## src/rtl/dbg_halt_pkg.sv

```systemverilog
package dbg_halt_pkg;
  localparam int NSRC = 9;
  localparam logic [5:0] ST_RESTARTING = 6'b000001;
  localparam logic [5:0] ST_RUNNING    = 6'b000010;
  localparam logic [5:0] RSN_BKPT      = 6'b000111;
  localparam logic [5:0] RSN_EXTREQ    = 6'b010011;
  localparam logic [5:0] RSN_STEP_NRM  = 6'b011011;
  localparam logic [5:0] RSN_STEP_EXCL = 6'b011111;
  localparam logic [5:0] RSN_OSU       = 6'b100011;
  localparam logic [5:0] RSN_RSTCATCH  = 6'b100111;
  localparam logic [5:0] RSN_WPT       = 6'b101011;
  localparam logic [5:0] RSN_HLTINSN   = 6'b101111;
  localparam logic [5:0] RSN_SWACC     = 6'b110011;
  localparam logic [5:0] RSN_EXCCATCH  = 6'b110111;
  localparam logic [5:0] RSN_STEP_NOSY = 6'b111011;

  function automatic logic is_halted(input logic [5:0] st);
    return !(st == ST_RESTARTING || st == ST_RUNNING);
  endfunction

  function automatic logic [5:0] step_code(input logic [1:0] kind);
    case (kind)
      2'd0:    return RSN_STEP_NRM;
      2'd1:    return RSN_STEP_EXCL;
      default: return RSN_STEP_NOSY;
    endcase
  endfunction
endpackage

```

## src/rtl/dbg_halt_arb.sv

```systemverilog
module dbg_halt_arb
  import dbg_halt_pkg::*;
#(
  parameter int N = NSRC
) (
  input  logic            running,
  input  logic            dbl_lock,
  input  logic            in_secure,
  input  logic            sec_dbg_en,
  input  logic            ns_dbg_en,
  input  logic [N-1:0]    req,
  input  logic [5:0]      code [N],
  output logic            allowed,
  output logic            take,
  output logic [5:0]      reason
);
  always_comb begin
    allowed = running && !dbl_lock && (in_secure ? sec_dbg_en : ns_dbg_en);
  end

  // index 0 has the highest priority
  always_comb begin
    reason = ST_RUNNING;
    for (int i = N - 1; i >= 0; i--) begin
      if (req[i]) reason = code[i];
    end
    take = allowed && (|req);
  end
endmodule

```

## src/rtl/dbg_halt_pend.sv

```systemverilog
module dbg_halt_pend (
  input  logic       clk,
  input  logic       rst,
  input  logic       halted,
  input  logic       clr,
  input  logic       rc_evt,
  input  logic       osu_evt,
  input  logic       step_evt,
  input  logic [1:0] step_kind,
  output logic       rc_pend,
  output logic       osu_pend,
  output logic       step_pend,
  output logic [1:0] step_kind_q
);
  always_ff @(posedge clk) begin
    if (rst) begin
      rc_pend     <= 1'b0;
      osu_pend    <= 1'b0;
      step_pend   <= 1'b0;
      step_kind_q <= 2'd0;
    end else if (clr) begin
      rc_pend   <= 1'b0;
      osu_pend  <= 1'b0;
      step_pend <= 1'b0;
    end else begin
      if (rc_evt) rc_pend <= 1'b1;
      if (osu_evt && !halted) osu_pend <= 1'b1;
      if (step_evt) begin
        step_pend   <= 1'b1;
        step_kind_q <= step_kind;
      end
    end
  end
endmodule

```

## src/rtl/dbg_halt_ctx.sv

```systemverilog
module dbg_halt_ctx #(
  parameter int ADDR_W = 32,
  parameter int PSR_W  = 32
) (
  input  logic              clk,
  input  logic              rst,
  input  logic              cap,
  input  logic [ADDR_W-1:0] pc_in,
  input  logic [PSR_W-1:0]  psr_in,
  output logic [ADDR_W-1:0] addr_q,
  output logic [PSR_W-1:0]  psr_q
);
  always_ff @(posedge clk) begin
    if (rst) begin
      addr_q <= '0;
      psr_q  <= '0;
    end else if (cap) begin
      addr_q <= pc_in;
      psr_q  <= psr_in;
    end
  end
endmodule

```

## src/rtl/dbg_halt_ctrl.sv

```systemverilog
module dbg_halt_ctrl
  import dbg_halt_pkg::*;
#(
  parameter int ADDR_W = 32,
  parameter int PSR_W  = 32
) (
  input  logic              clk,
  input  logic              rst,
  input  logic              ext_dbg_req,
  input  logic              halt_insn,
  input  logic              bkpt_hit,
  input  logic              wpt_hit,
  input  logic              sw_dbg_trap,
  input  logic              exc_catch,
  input  logic              step_evt,
  input  logic [1:0]        step_kind,
  input  logic              rst_catch_evt,
  input  logic              osu_catch_evt,
  input  logic              sec_dbg_en,
  input  logic              ns_dbg_en,
  input  logic              dbl_lock,
  input  logic              in_secure,
  input  logic              has_top_el,
  input  logic [ADDR_W-1:0] pc_in,
  input  logic [PSR_W-1:0]  psr_in,
  input  logic              restart_req,
  output logic [5:0]        dbg_status,
  output logic [ADDR_W-1:0] restart_addr,
  output logic [PSR_W-1:0]  saved_psr,
  output logic              restarted,
  output logic              xhalt_pulse,
  output logic              insn_xfer_en,
  output logic              sec_dis,
  output logic              branch_go
);
  logic [5:0]      status_q;
  logic            halted, running, exit_go;
  logic            rc_p, osu_p, step_p;
  logic [1:0]      kind_q;
  logic [NSRC-1:0] req;
  logic [5:0]      code [NSRC];
  logic            allowed, take;
  logic [5:0]      reason;

  always_comb begin
    halted  = is_halted(status_q);
    running = (status_q == ST_RUNNING);
    exit_go = halted && restart_req;
  end

  dbg_halt_pend u_pend (
    .clk(clk), .rst(rst), .halted(halted), .clr(exit_go),
    .rc_evt(rst_catch_evt), .osu_evt(osu_catch_evt),
    .step_evt(step_evt), .step_kind(step_kind),
    .rc_pend(rc_p), .osu_pend(osu_p), .step_pend(step_p), .step_kind_q(kind_q)
  );

  // request table in priority order
  always_comb begin
    req = {exc_catch, sw_dbg_trap, halt_insn, wpt_hit, bkpt_hit,
           step_p, osu_p, rc_p, ext_dbg_req};
    code[0] = RSN_EXTREQ;
    code[1] = RSN_RSTCATCH;
    code[2] = RSN_OSU;
    code[3] = step_code(kind_q);
    code[4] = RSN_BKPT;
    code[5] = RSN_WPT;
    code[6] = RSN_HLTINSN;
    code[7] = RSN_SWACC;
    code[8] = RSN_EXCCATCH;
  end

  dbg_halt_arb #(.N(NSRC)) u_arb (
    .running(running), .dbl_lock(dbl_lock), .in_secure(in_secure),
    .sec_dbg_en(sec_dbg_en), .ns_dbg_en(ns_dbg_en),
    .req(req), .code(code), .allowed(allowed), .take(take), .reason(reason)
  );

  dbg_halt_ctx #(.ADDR_W(ADDR_W), .PSR_W(PSR_W)) u_ctx (
    .clk(clk), .rst(rst), .cap(take), .pc_in(pc_in), .psr_in(psr_in),
    .addr_q(restart_addr), .psr_q(saved_psr)
  );

  always_ff @(posedge clk) begin
    if (rst) begin
      status_q     <= ST_RUNNING;
      restarted    <= 1'b1;
      insn_xfer_en <= 1'b0;
      xhalt_pulse  <= 1'b0;
      sec_dis      <= 1'b1;
      branch_go    <= 1'b0;
    end else begin
      xhalt_pulse <= 1'b0;
      branch_go   <= 1'b0;
      if (take) begin
        status_q     <= reason;
        insn_xfer_en <= 1'b1;
        xhalt_pulse  <= 1'b1;
        restarted    <= 1'b0;
        sec_dis      <= in_secure ? 1'b0 : (has_top_el ? !sec_dbg_en : 1'b1);
      end else if (exit_go) begin
        status_q  <= ST_RESTARTING;
        branch_go <= 1'b1;
      end else if (status_q == ST_RESTARTING) begin
        status_q     <= ST_RUNNING;
        restarted    <= 1'b1;
        insn_xfer_en <= 1'b0;
      end
    end
  end

  assign dbg_status = status_q;

  assert_reset_running_R1: assert property (@(posedge clk)
    rst |=> (status_q == ST_RUNNING && restarted && !insn_xfer_en));

  assert_perm_R2: assert property (@(posedge clk) disable iff (rst)
    (running && !allowed) |=> (status_q == ST_RUNNING));

  assert_xhalt_code_R5: assert property (@(posedge clk) disable iff (rst)
    xhalt_pulse |-> (status_q[1:0] == 2'b11 && insn_xfer_en));

  assert_xhalt_single_R5: assert property (@(posedge clk) disable iff (rst)
    xhalt_pulse |=> !xhalt_pulse);

  assert_exit_seq_R7: assert property (@(posedge clk) disable iff (rst)
    (status_q == ST_RESTARTING) |=> (status_q == ST_RUNNING && restarted));

  assert_branch_R7: assert property (@(posedge clk) disable iff (rst)
    branch_go |-> (status_q == ST_RESTARTING));

  assert_halted_hold_R11: assert property (@(posedge clk) disable iff (rst)
    (halted && !restart_req) |=> (status_q == $past(status_q)
                                  && restart_addr == $past(restart_addr)));
endmodule

```

## config.mk

```make
export PLATFORM = sky130hd
export DESIGN_NAME = dbg_halt_ctrl
export DESIGN_NICKNAME = d
export VERILOG_FILES = /design/src/rtl/dbg_halt_pkg.sv /design/src/rtl/dbg_halt_arb.sv /design/src/rtl/dbg_halt_pend.sv /design/src/rtl/dbg_halt_ctx.sv /design/src/rtl/dbg_halt_ctrl.sv
export SDC_FILE = /design/constraint.sdc
export NUM_CORES = 1
export LEC_CHECK = 0
export BUFFER_PORTS_ARGS = -buffer_cell sky130_fd_sc_hd__buf_4
export CAP_MARGIN = 20
export CORE_UTILIZATION = 30
export CTS_CLUSTER_DIAMETER = 80
export CTS_CLUSTER_SIZE = 20
export DETAILED_ROUTE_END_ITERATION = 12
export SLEW_MARGIN = 15
export SYNTH_ARGS = -nofsm -noshare
export SYNTH_HDL_FRONTEND = slang
export SYNTH_SLANG_ARGS = --single-unit
```

## constraint.sdc

```tcl
create_clock -name clk -period 2.37 [get_ports clk]
set_input_delay 0.237 -clock clk [delete_from_list [all_inputs] [get_ports clk]]
set_output_delay 0.237 -clock clk [all_outputs]
set_load 0.01 [all_outputs]
```

==> impl_metrics.env <==
export IMPL_dieArea_sq_um=11000
export IMPL_gr_usage_all_layers=0.173
export IMPL_fillers=1007
export IMPL_drc=0
export IMPL_row_count=37
export IMPL_grt_setup_unrepaired="false"
export IMPL_synth_fp_nets=462
export IMPL_gr_total_overflow=0
export IMPL_holdPathEnd="u_pend.rc_pend"
export IMPL_crit_type="reg2reg"
export IMPL_die_x_microns=105
export IMPL_syn_area_sq_um=3180
export IMPL_cap_violations=0
export IMPL_clkSlewWorstSetupHoldPaths_ns=0.08
export IMPL_worst_setup_path_start_kind="flop"
export IMPL_ys_seq_area_frac=0.504
export IMPL_cts_buffer_depth=2
export IMPL_pwr_density_cell_nw_per_um2=737
export IMPL_crit_path_max_incr_delay_ns=0.62
export IMPL_io_pins=158
export IMPL_cp_common_cell="or4_4"
export IMPL_synthCells=379
export IMPL_core_sq_um=10300
export IMPL_cts_sinks=80
export IMPL_pre_cts_ws_ns=0.0826
export IMPL_crit_path_end_kind="flop"
export IMPL_skew_ns=0.0112
export IMPL_fp_dieH_microns=105
export IMPL_num_antenna_cells=0
export IMPL_run_status="completed"
export IMPL_min_from="rst_catch_evt"
export IMPL_cts_hold_buf=0
export IMPL_tightest_slew_ns=0.872
export IMPL_setup_viol=0
export IMPL_h_tree_depth=3
export IMPL_finalPower_mw=3.46
export IMPL_drive_gt1_frac=0.358
export IMPL_r2r_setup_slack_ns=0.17
export IMPL_clockRootBuffer="clkbuf_8"
export IMPL_io_buffers=157
export IMPL_grt_pass1_wl_mm=15.5
export IMPL_critPathRequiredTime_ns=2.56
export IMPL_fin_nets=600
export IMPL_maxSlewViolCount=0
export IMPL_antenna_found_initial=0
export IMPL_crit_chain="or4_4, or4_4, buf_4, o21ai_0, a21oi_1"
export IMPL_numCtsBuffers=9
export IMPL_hpwl_mm=6.50
export IMPL_cts_tree="done"
export IMPL_vias=3339
export IMPL_peakVddDrop_uv=313
export IMPL_fin_crit_sh=0.926
export IMPL_hold_path_cell_count=2
export IMPL_cp_slowest_cell="or4_4"
export IMPL_r2r_start="dbg_status[5]"
export IMPL_ys_ff_latch=80
export IMPL_synthFlopType="dfxtp_1"
export IMPL_reg2reg_depth=5
export IMPL_synthArstFlopShare=0
export IMPL_dr_first_iter_drc_count=136
export IMPL_wl_per_cell_microns=14.7
export IMPL_drtAntennaViolNets=0
export IMPL_grt_max_degree=85
export IMPL_fin_crit_ns=2.20
export IMPL_cp_data_arrival_time_ns=2.38
export IMPL_first_pass_iters=4
export IMPL_setup_tns_ns=0
export IMPL_leakage_nw=1.92
export IMPL_vias_per_cell=5.07
export IMPL_hold_viol=0
export IMPL_crit_path_max_fanout=16
export IMPL_gp_congestion=0.841
export IMPL_syn2layout_area_growth_pct=47.8
export IMPL_max_freq_mhz=455
export IMPL_yosysWarnings=0
export IMPL_initial_core_util=0.309
export IMPL_wl_mm=9.66
export IMPL_synth_distinct_cells=38
export IMPL_synth_avg_cell_area_sq_um=8.39
export IMPL_min_path_type="in2reg"
export IMPL_startpoint="dbg_status[5]"
export IMPL_worst_slew_margin_rel=0.419
export IMPL_fin_ws_ns=0.174
export IMPL_grt_pass1_vias=3119
export IMPL_clk_latency_ns=0.35
export IMPL_synth_edff_count=0
export IMPL_r2r_end="u_ctx.psr_q[12]"
placed cells by master, fill, tap and decap left out, types with 3 or more instances in the layout:
| cell type | n |
|---|---|
| nand2_1 | 4 |
| o21ai_0 | 69 |
| nand3_1 | 64 |
| dfxtp_1 | 80 |
| a21oi_1 | 70 |
| clkbuf_8 | 10 |
| nand4b_1 | 3 |
| buf_4 | 164 |
| inv_1 | 4 |
| nor3_1 | 3 |
| nand2b_1 | 4 |
| nor2_1 | 10 |
timing repair:
action,in CTS,in global routing
setup buffers,0,0
hold endpoints to repair,0,0
gates resized for setup,0,1
endpoints found under the setup margin,0,43
per-layer routing:
layer	wire (microns)	part of all wire	global-route usage
met5	0	0	0
met2	4410	0.46	0.271
met1	4270	0.44	0.223
met3	763	0.079	0.0468
met4	224	0.023	0.0734
synthesized netlist by cell type (2+ instances only):
cell type	n	area, sq um
dfxtp_1	80	1600
nor3_1	3	15.0
buf_6	2	22.5
clkbuf_1	32	120
a31oi_1	2	12.5
buf_2	5	25.0
o21a_1	2	15.0
or4_4	2	22.5
nand2_1	4	15.0
o21ai_0	69	345
nand4b_1	3	26.3
nor2_1	10	37.5
a21oi_1	70	350
nand3_1	64	320
inv_1	4	15.0
nor4_1	2	12.5
nand2b_1	4	25.0
worst max-delay path: cells and delay by family (launching register included):
kind                   cells  cell delay, ns
DFF                        1            0.33
AOI/OAI and AO/OA          2            0.27
and+or+nand+nor            2            1.21
buffers and inverters      1            0.23
kinds of logic (layout without fill, tap and decap cells):
kind of cell,after synthesis,count (layout),share of synthesized area
AO/OA/AOI/OAI,156,156,0.269
flip-flops,80,80,0.504
AND/OR/NAND/NOR,98,98,0.164
buffers and inverters,43,186,0.0575
XOR/XNOR,1,1,0.00276
multiplexers,1,1,0.00315
registers in the layout (all words and copies together) (netlist names):
register            flops
u_ctx.addr_q           32
u_ctx.psr_q            32
dbg_status              6
u_pend.step_kind_q      2
branch_go               1
insn_xfer_en            1
restarted               1
sec_dis                 1
u_pend.osu_pend         1
u_pend.rc_pend          1
u_pend.step_pend        1
xhalt_pulse             1
through the flow:
stage / cells / util / hold WS, ns / cell area, sq um
finish: 658 / 0.457 / 0.0889 / 4700
global route: 658 / 0.457 / 0.0740 / 4700
CTS: 658 / 0.456 / 0.0666 / 4690
detailed placement: 642 / 0.434 / 0.439 / 4460
global placement: 642 / 0.434 / 0.437 / 4460
floorplan: 379 / - / 0.347 / 3180
worst max path at each step:
stage | to | slack [ns] | cells past startpoint
floorplan | u_ctx.addr_q[0] | 0.19 | 7
global placement | u_ctx.psr_q[29] | 0.13 | 5
detailed placement | u_ctx.addr_q[15] | 0.08 | 5
CTS | u_ctx.addr_q[15] | 0.06 | 5
global route | u_ctx.addr_q[28] | 0.03 | 5
finish | u_ctx.psr_q[12] | 0.17 | 5
area by class of cell:
type	count	area, sq um	share of cell area
clock inverter	6	91.3	0.0194
tap	136	170	0.0362
clock buffer	10	138	0.0293
inverter	4	15.0	0.00320
sequential	80	1600	0.341
timing repair buffer	166	1270	0.271
multi-input combinational	256	1410	0.300
report_power, final:
group / total (mW) / internal [mW] / switching (mW) / leakage [nW]
clock: 1.13 / 0.628 / 0.507 / 0.117
combinational: 0.767 / 0.381 / 0.387 / 1.15
sequential: 1.56 / 1.47 / 0.0897 / 0.652
Power figures use the tool's default switching activity.
